--- src/rtl/alu_pkg.sv ---
package alu_pkg;

    localparam int unsigned OPC_W   = 4;
    localparam int unsigned FLAG_W  = 5;

    localparam logic [OPC_W-1:0] OPC_ADD = 4'h4;
    localparam logic [OPC_W-1:0] OPC_MUL = 4'h5;
    localparam logic [OPC_W-1:0] OPC_INV = 4'h6;
    localparam logic [OPC_W-1:0] OPC_SHR = 4'h7;
    localparam logic [OPC_W-1:0] OPC_ROR = 4'h8;

    // Field order fixes the bit positions seen at the status port.
    typedef struct packed {
        logic neg;
        logic zero;
        logic par;
        logic even;
        logic carry;
    } flags_t;

endpackage

--- src/rtl/alu_shifter.sv ---
module alu_shifter #(
    parameter int unsigned W  = 32,
    parameter int unsigned CW = $clog2(W)
) (
    input  logic [W-1:0]  val_in,
    input  logic [CW-1:0] amount,
    input  logic          rotate,
    output logic [W-1:0]  val_out
);

    logic [W-1:0] stage [0:CW];

    assign stage[0] = val_in;

    // One stage per count bit; stage k moves the word by 2**k places.
    for (genvar k = 0; k < CW; k++) begin : g_stage
        localparam int unsigned SH = 1 << k;
        logic [W-1:0] moved;
        always_comb begin
            if (rotate) begin
                moved = {stage[k][SH-1:0], stage[k][W-1:SH]};
            end else begin
                moved = {{SH{1'b0}}, stage[k][W-1:SH]};
            end
        end
        assign stage[k+1] = amount[k] ? moved : stage[k];
    end

    assign val_out = stage[CW];

endmodule

--- src/rtl/alu_compute.sv ---
module alu_compute
    import alu_pkg::*;
#(
    parameter int unsigned W  = 32,
    parameter int unsigned CW = $clog2(W)
) (
    input  logic [OPC_W-1:0] op,
    input  logic [W-1:0]     dst_val,
    input  logic [W-1:0]     src_val,
    output logic [W-1:0]     result,
    output logic             carry_out,
    output logic             op_valid
);

    logic [W:0]   sum_ext;
    logic [W-1:0] prod_lo;
    logic [W-1:0] shift_res;
    logic         is_rot;

    assign sum_ext = {1'b0, dst_val} + {1'b0, src_val};
    assign prod_lo = dst_val * src_val;
    assign is_rot  = (op == OPC_ROR);

    alu_shifter #(.W(W), .CW(CW)) u_shift (
        .val_in  (dst_val),
        .amount  (src_val[CW-1:0]),
        .rotate  (is_rot),
        .val_out (shift_res)
    );

    always_comb begin
        result    = '0;
        carry_out = 1'b0;
        op_valid  = 1'b1;
        unique case (op)
            OPC_ADD: begin
                result    = sum_ext[W-1:0];
                carry_out = sum_ext[W];
            end
            OPC_MUL: result = prod_lo;
            OPC_INV: result = ~src_val;
            OPC_SHR,
            OPC_ROR: result = shift_res;
            default: op_valid = 1'b0;
        endcase
    end

endmodule

--- src/rtl/alu_flag_gen.sv ---
module alu_flag_gen
    import alu_pkg::*;
#(
    parameter int unsigned W = 32
) (
    input  logic [W-1:0] value,
    input  logic         carry_in,
    output flags_t       flags
);

    always_comb begin
        flags.neg   = value[W-1];
        flags.zero  = (value == '0);
        flags.par   = ^value;
        flags.even  = ~value[0];
        flags.carry = carry_in;
    end

endmodule

--- src/rtl/flagged_alu.sv ---
module flagged_alu
    import alu_pkg::*;
#(
    parameter int unsigned W  = 32,
    parameter int unsigned CW = $clog2(W)
) (
    input  logic              clk,
    input  logic              rst,
    input  logic [3:0]        op,
    input  logic [W-1:0]      dst_val,
    input  logic [W-1:0]      src_val,
    input  logic              flag_we,
    output logic [W-1:0]      result,
    output logic [FLAG_W-1:0] status
);

    logic   carry_w;
    logic   valid_w;
    flags_t flags_w;
    flags_t status_q;

    alu_compute #(.W(W), .CW(CW)) u_compute (
        .op        (op),
        .dst_val   (dst_val),
        .src_val   (src_val),
        .result    (result),
        .carry_out (carry_w),
        .op_valid  (valid_w)
    );

    alu_flag_gen #(.W(W)) u_flags (
        .value    (result),
        .carry_in (carry_w),
        .flags    (flags_w)
    );

    always_ff @(posedge clk) begin
        if (rst) begin
            status_q <= '0;
        end else if (flag_we && valid_w) begin
            status_q <= flags_w;
        end
    end

    assign status = status_q;

endmodule


--- config.mk ---
export PLATFORM = sky130hd
export DESIGN_NAME = flagged_alu
export DESIGN_NICKNAME = d
export VERILOG_FILES = /design/src/rtl/alu_pkg.sv /design/src/rtl/alu_shifter.sv /design/src/rtl/alu_compute.sv /design/src/rtl/alu_flag_gen.sv /design/src/rtl/flagged_alu.sv
export SDC_FILE = /design/constraint.sdc
export NUM_CORES = 1
export LEC_CHECK = 0
export BUFFER_PORTS_ARGS = -buffer_cell sky130_fd_sc_hd__buf_2
export CORE_MARGIN = 2
export CORE_UTILIZATION = 30
export CTS_CLUSTER_SIZE = 16
export DETAILED_ROUTE_END_ITERATION = 12
export PLACE_DENSITY = 0.43
export SYNTH_ARGS = -nofsm -noshare
export SYNTH_HDL_FRONTEND = slang
export SYNTH_SLANG_ARGS = --single-unit
--- constraint.sdc ---
create_clock -name clk -period 9.75 [get_ports clk]
set_input_delay 0.975 -clock clk [delete_from_list [all_inputs] [get_ports clk]]
set_output_delay 0.975 -clock clk [all_outputs]
set_load 0.01 [all_outputs]
=== After elaboration in Yosys (flattened, before gate mapping) ===
Index checks and enable logic that the tools add are counted.

* Add/sub/neg operators: 1
* Multiply operators: 1
* Div/mod/pow operators: 0
* Magnitude comparators: 0
* Equal/unequal tests: 5
* Shifts and indexed selects: 0
* Mux-type cells: 13
* Bitwise operators: 2
* Reduce and logical (&&, ||, !) cells: 5

{| class="wikitable"
|+ Operators with widths
! kind !! number
|-
| two-way mux 32 bit || 10
|-
| case mux 32 bit (4 select lines) || 1
|-
| adder 32 x 32 -> 33 bit || 1
|-
| zero test 32 bit || 1
|-
| multiplier 32 x 32 -> 32 bit || 1
|-
| inverter 32 bit || 1
|-
| parity 32 bit || 1
|-
| equality test 4 x 3 -> 1 bit, second input constant || 4
|-
| OR reduction 5 bit || 1
|-
| equality test 4 bit, second input constant || 1
|-
| two-way mux 1 bit || 2
|-
| OR reduction 2 bit || 1
|-
| logical AND 1 bit || 1
|-
| inverter 1 bit || 1
|}

* Flip-flop bits (word level): 5
* Latch bits: 0
* RAM bits: 0
* Memory bits (read-only): 0
* Input bits: 71
* Logic and storage cells: 32
* Memories: 0

=== Logic depth before layout (Yosys ltp) ===
Gate-level depths: netlist of run 1.

* Depth in word-level cells: 13
* Mapped depth: 35
* Gate-level depth less buffers: 31

=== By module ===
Synthesis of run 1 repeated with hierarchy kept, for this count alone.

* Cell total of the unflattened synthesis: 2,419
* Area total of the unflattened synthesis: 20,952.6 um^2

{| class="wikitable"
|+ By module, submodules not included
! module !! instances !! cells each !! area an instance (um^2) !! sequential area each (um^2)
|-
| alu_compute || 1 || 2,057 || 17,934.7 || 0.0
|-
| alu_shifter || 1 || 270 || 2,301.0 || 0.0
|-
| alu_flag_gen || 1 || 70 || 498.0 || 0.0
|-
| flagged_alu || 1 || 22 || 219.0 || 100.1
|}

=== Worst setup path after synthesis of run 1 ===
OpenSTA, ideal clock, no wires.

* Path kind: input port to output port
* From: input port src_val[3]
* To: output port result[31]
* Arrival: 7,981 ps
* Path slack: 794 ps
* Stages on the path: 27
* Buffers on the path: 6
* Path through: clkbuf_1 -> clkbuf_1 -> clkbuf_1 -> clkbuf_1 -> and2_1 -> fa_1 -> inv_1 -> fa_1 -> fa_1 -> fa_1 -> inv_1 -> fa_1 -> ha_1 -> fa_1 -> fa_1 -> ha_1 -> clkbuf_1 -> and4_1 -> and2_1 -> a221o_1 -> a21oi_2 -> or3_1 -> a21oi_1 -> or3_1 -> a31oi_4 -> inv_1 -> buf_4

{| class="wikitable"
|+ RTL lines
! item !! line !! text
|-
| start, declared || flagged_alu.sv:11 || <nowiki>input logic [W-1:0] src_val,</nowiki>
|-
| end, declared || flagged_alu.sv:13 || <nowiki>output logic [W-1:0] result,</nowiki>
|}

=== Worst setup path after layout of run 1 ===
* From: input port src_val[6]
* To: output port result[29]

* Word-level cells in the longest chain between the ends: 2
* Elaborated cells on any way between the ends: 3

{| class="wikitable"
|+ Ends and longest elaborated chain
! item !! line !! text
|-
| multiplier 32 x 32 -> 32 bit / adder 32 x 32 -> 33 bit (equally long branches) || alu_compute.sv:21, alu_compute.sv:20 ||
|-
| case mux 32 bit (4 select lines) (*) || alu_compute.sv:35 || <nowiki>unique case (op)</nowiki>
|}

Every way passes the cells marked *; elsewhere a longest branch is shown, timed or not.

==> flow_summary.json, run 1 <==
{
  "rows": 96,
  "gp_congestion": 0.935,
  "use_met1_pct": 33.1,
  "finClkSkew_ps": 0,
  "max_slew.worst_pin.slew_ps": 1060,
  "syn_area_per_cell_um2": 8.56,
  "via_per_inst": 5.14,
  "cts_tree": "yes",
  "top_usage_layer": "met2",
  "arrival_ps": 8310,
  "crit_required_ps": 8780,
  "relSlewSlack_pct": 29.0,
  "critical_path_class": "in -> out",
  "grt_pass1_vias": 18800,
  "hold_violations": 0,
  "wl_per_cell_um": 24.9,
  "port_buffers": 107,
  "crit_family": "adder cells",
  "nets": 3113,
  "fill_cells": 7272,
  "vias": 17500,
  "cp_max_fo": 27,
  "crit_path_cell_trace": "buf_2, ha_1, fa_1, fa_1, fa_1, inv_1, fa_1, inv_1, ha_1, ha_1, fa_1, fa_1, ha_1, and4_1, and2_1, a221o_1, a21oi_2, or3_1, a21oi_1, or3_1, a31oi_2, o311ai_0, buf_2",
  "grt_max_degree": 41,
  "period_minus_slack_ps": 9280,
  "syn_to_final_growth_pct": 8.63,
  "drtPass1Iterations": 5,
  "use_met3_pct": 1.85,
  "finalCritPeriodShare_pct": 95.2,
  "cts_max_path_buffers": 2,
  "antenna_found_initial": 8,
  "syn-num-nets": 3076,
  "yosys-top-cells-area": "fa_1 (39%), ha_1 (10%), and2_1 (9.8%), inv_1 (7.2%), nand2_1 (5.5%)",
  "overflow": 0,
  "syn_area_mm2": 0.0207,
  "postSynthCellCount": 2425,
  "hold_class": "reg -> reg",
  "dr.first_iter.drc_count": 1418,
  "critPathBufInv": 4,
  "rsz0062_at_grt": "no",
  "clkTransAtPathRegs_ps": 40,
  "dieArea_mm2": 0.0713,
  "final.setup.tns_ps": 0,
  "grt_pass1_wl_um": 127000,
  "synth_top_cell_area_share_pct": 39.5,
  "finalSetupViolCount": 0,
  "synth_flop_cell": "dfxtp_1",
  "holdBufCountCts": 0,
  "slowest_delay_ps": 540,
  "die_h_um": 267,
  "clock-sinks": 5,
  "totalWireLength_um": 84400,
  "drc": 0,
  "dpl.hpwl_um": 67800,
  "register_area_um2": 100,
  "cts_setup_buffers": 0,
  "synth_edf_count": 0,
  "synth_cell_types": 74,
  "reg2reg_setup_slack_ps": 9020,
  "cp-start-kind": "input pin",
  "track_usage_pct": 24.2,
  "use_met2_pct": 41.4,
  "fmax_mhz": 108,
  "insertion_delay_ps": 230,
  "cts.htree.levels": 1,
  "synth_warnings": 0,
  "cts-root-buf": "clkbuf_16",
  "yosys.area.top_type": "fa_1",
  "worst_setup_path_end_kind": "output port",
  "die_w_um": 267,
  "cts_buffers": 3,
  "largest_reg_flops": 5,
  "slew_violations": 0,
  "initial_utilization_pct": 30.3,
  "ant_nets": 0,
  "synth_seq_cells": 5,
  "status": "finished, final reports clean",
  "io_pins": 108,
  "final_layout_size_suffix_gt1_share_pct": 9.55,
  "critical-path-slowest-cell": "fa_1",
  "path_common_cell": "fa_1",
  "core_mm2": 0.0686,
  "maxCapViolations": 0,
  "multi_input_area_mm2": 0.0186,
  "synth-seq-area-share_pct": 0.482,
  "async_flop_share_pct": 0
}
## kinds of logic after synthesis
group	share of synthesized area [%]
xor+xnor	4.92
mux	4.82
fa+ha+maj	49.8
buf+inv	9.97
simple gates	18.9
flops	0.482
compound gates	11.1
## Yosys cell counts, types with 11 or more instances
library cell and n:
o21a_1 18, mux4_2 24, clkbuf_1 121, ha_1 171
a21o_1 31, and2_1 324, fa_1 409, xnor2_1 85
a21oi_1 81, nand2_1 303, nand3_1 16, inv_1 400
o21ai_0 79, mux2i_1 37, xor2_1 29, nor2_1 61
nand2b_1 11, a211oi_1 12
## worst reg2reg max path, stage by stage (launching register included)
cell	delay [ps]
dfxtp_1	350
nor2_1	60
a211oi_1	230
## final timing paths
check             startpoint    endpoint  depth (start not counted)
setup / recovery  src_val[6]  result[29]                         23
hold / removal     status[1]   status[1]                          2
setup reg to reg   status[2]   status[2]                          2
hold reg to reg    status[1]   status[1]                          2
## stage by stage
stage          setup slack, ps  hold slack, ps  util, %  instances  instance area, um^2
6_report                   468             448     32.9       3394                22500
5_1_grt                   39.0             468     32.9       3393                22500
4_1_cts                    216             450     32.8       3392                22500
3_5_place_dp               226             445     32.7       3388                22400
3_3_place_gp               323             444     32.7       3388                22400
2_1_floorplan              794             474        -       2425                20700
## final cells by class
class / instances / area share [%]
multi-input combinational: 1876 / 82.5
sequential: 5 / 0.444
tap: 931 / 5.17
antenna: 2 / 0.0222
inverter: 402 / 6.70
clock buffer: 4 / 0.350
timing repair buffer: 174 / 4.80
## metal layers
layer	share of wire, %	vias up
met4	3.1	0
li1	-	7717
met5	0	-
met2	48	535
met1	43	9085
met3	5.1	114
## cells in the final DEF, fill, tap and decap left out, drive strengths merged, types with 10 or more instances in the layout
cell      n
ha      171
inv     402
a21o     31
nand2   303
o22ai    10
nand2b   11
a21oi    82
mux4     24
xor2     29
mux2i    37
a211oi   13
fa      409
nor2     62
o21a     18
nand3    16
and2    324
buf     173
o21ai    83
xnor2    85
## repair_timing
item,CTS,global route
endpoints found under the hold margin,0,0
resized for setup,0,2
endpoints found under the setup margin,0,2
Power of run 1 is not shown: default switching activity piles up to over one toggle a cycle in this logic, so the estimate is an artifact.
==> run 2, diff against run 1 <==
--- a/config.mk
+++ b/config.mk
@@ -10,7 +10,7 @@
 export CORE_UTILIZATION = 30
 export CTS_CLUSTER_SIZE = 16
 export DETAILED_ROUTE_END_ITERATION = 12
-export PLACE_DENSITY = 0.43
+export PLACE_DENSITY_LB_ADDON = 0.1
 export SYNTH_ARGS = -nofsm -noshare
 export SYNTH_HDL_FRONTEND = slang
 export SYNTH_SLANG_ARGS = --single-unit
==> flow_summary.json, run 2 (same netlist as run 1, synthesis figures left out) <==
{
  "final_util_pct": 33.0,
  "die_w_um": 267,
  "die_h_um": 267,
  "rsz0062_at_grt": "no",
  "nets": 3127,
  "status": "finished, final reports clean",
  "totalWireLength_um": 86100,
  "finalCritPeriodShare_pct": 96.8,
  "gp_congestion": 0.935,
  "hold_class": "reg -> reg",
  "layout_setup_ws_ps": 310,
  "ant_nets": 0,
  "largest_reg_flops": 5,
  "layout_common_cells": "fa_1 (409), inv_1 (400), and2_1 (324), nand2_1 (303), ha_1 (171)",
  "cp-start-kind": "input pin",
  "dr.first_iter.drc_count": 1264,
  "post-place-ws_ps": 293,
  "io_pins": 108,
  "period_minus_slack_ps": 9440,
  "cts.htree.levels": 1,
  "rows": 96,
  "final_layout_size_suffix_gt1_share_pct": 10.0,
  "cts_buffers": 3,
  "cts_max_path_buffers": 2,
  "vias": 17500,
  "max_slew.worst_pin.slew_ps": 1190,
  "fmax_mhz": 106,
  "grt_pass1_vias": 18800,
  "critical_path_class": "in -> out",
  "drtPass1Iterations": 5,
  "register_area_um2": 100,
  "overflow": 0,
  "crit_required_ps": 8780,
  "clkTransAtPathRegs_ps": 30,
  "initial_utilization_pct": 30.3,
  "via_per_inst": 5.15,
  "place_inst": 3402,
  "finClkSkew_ps": 0,
  "track_usage_pct": 24.6,
  "wl_per_cell_um": 25.3,
  "grt_max_degree": 42,
  "dieArea_mm2": 0.0713,
  "grt_pass1_wl_um": 128000,
  "multi_input_area_mm2": 0.0186,
  "port_buffers": 107,
  "worst_setup_path_end_kind": "output port",
  "final.setup.tns_ps": 0,
  "cp_max_fo": 20,
  "layoutNonFillerInstCount": 3407,
  "slew_violations": 0,
  "cts_tree": "yes",
  "drc": 0,
  "dpl.hpwl_um": 70100,
  "arrival_ps": 8470,
  "maxCapViolations": 0,
  "finalSetupViolCount": 0,
  "relSlewSlack_pct": 19.8,
  "antenna_found_initial": 8,
  "cts-root-buf": "clkbuf_16",
  "insertion_delay_ps": 230,
  "fill_cells": 7360,
  "syn_to_final_growth_pct": 9.09,
  "final_common_cell": "fa_1",
  "clock-sinks": 5,
  "hold_violations": 0,
  "core_mm2": 0.0686
}
run 2: path summary, 6_finish.rpt:
| path | from | endpoint | slack [ps] | depth (start not counted) |
|---|---|---|---|---|
| min reg2reg | status[1] | status[1] | 460 | 2 |
| max reg2reg | status[2] | status[2] | 9040 | 2 |
| max | dst_val[6] | result[29] | 310 | 23 |
| min | status[1] | status[1] | 460 | 2 |
run 2: what timing repair did:
item	4_1_cts	5_1_grt
gates resized for setup	0	1
setup endpoints to repair	0	1
buffers inserted	0	0
hold buffers	0	0
run 2: cell type report:
class	count	share of cell area, %
Timing Repair Buffer	188	5.24
Sequential cell	5	0.442
Clock buffer	4	0.348
Multi-Input combinational cell	1876	82.1
Antenna cell	1	0.0111
Inverter	402	6.67
Tap cell	931	5.15
run 2: per-layer routing:
layer | routed length [um] | GRT usage [%] | vias to the layer above
met4 | 2220 | 4.68 | 0
met1 | 38000 | 34.4 | 9151
met3 | 4650 | 1.77 | 88
li1 | - | - | 7751
met2 | 41200 | 42.0 | 544
met5 | 0 | 0 | -
run 2: through the flow:
stage / hold WS, ps / cell area [um^2]
global placement: 447 / 22600
floorplan: 474 / 20700
global route: 493 / 22600
CTS: 465 / 22600
detailed placement: 460 / 22600
finish: 462 / 22600
run 2: critical path, stage by stage:
cell      delay (ps)
buf_2            510
ha_1             440
fa_1             490
fa_1             450
fa_1             540
inv_1             50
fa_1             470
inv_1             40
ha_1             270
ha_1             290
fa_1             500
fa_1             440
ha_1             340
and4_1           230
and2_1           190
a221o_1          350
a21oi_2          310
or3_1            250
a21oi_1          110
or3_1            310
a31oi_1          420
o311ai_0         280
buf_2            210
Power of run 2 is left out for the same reason.
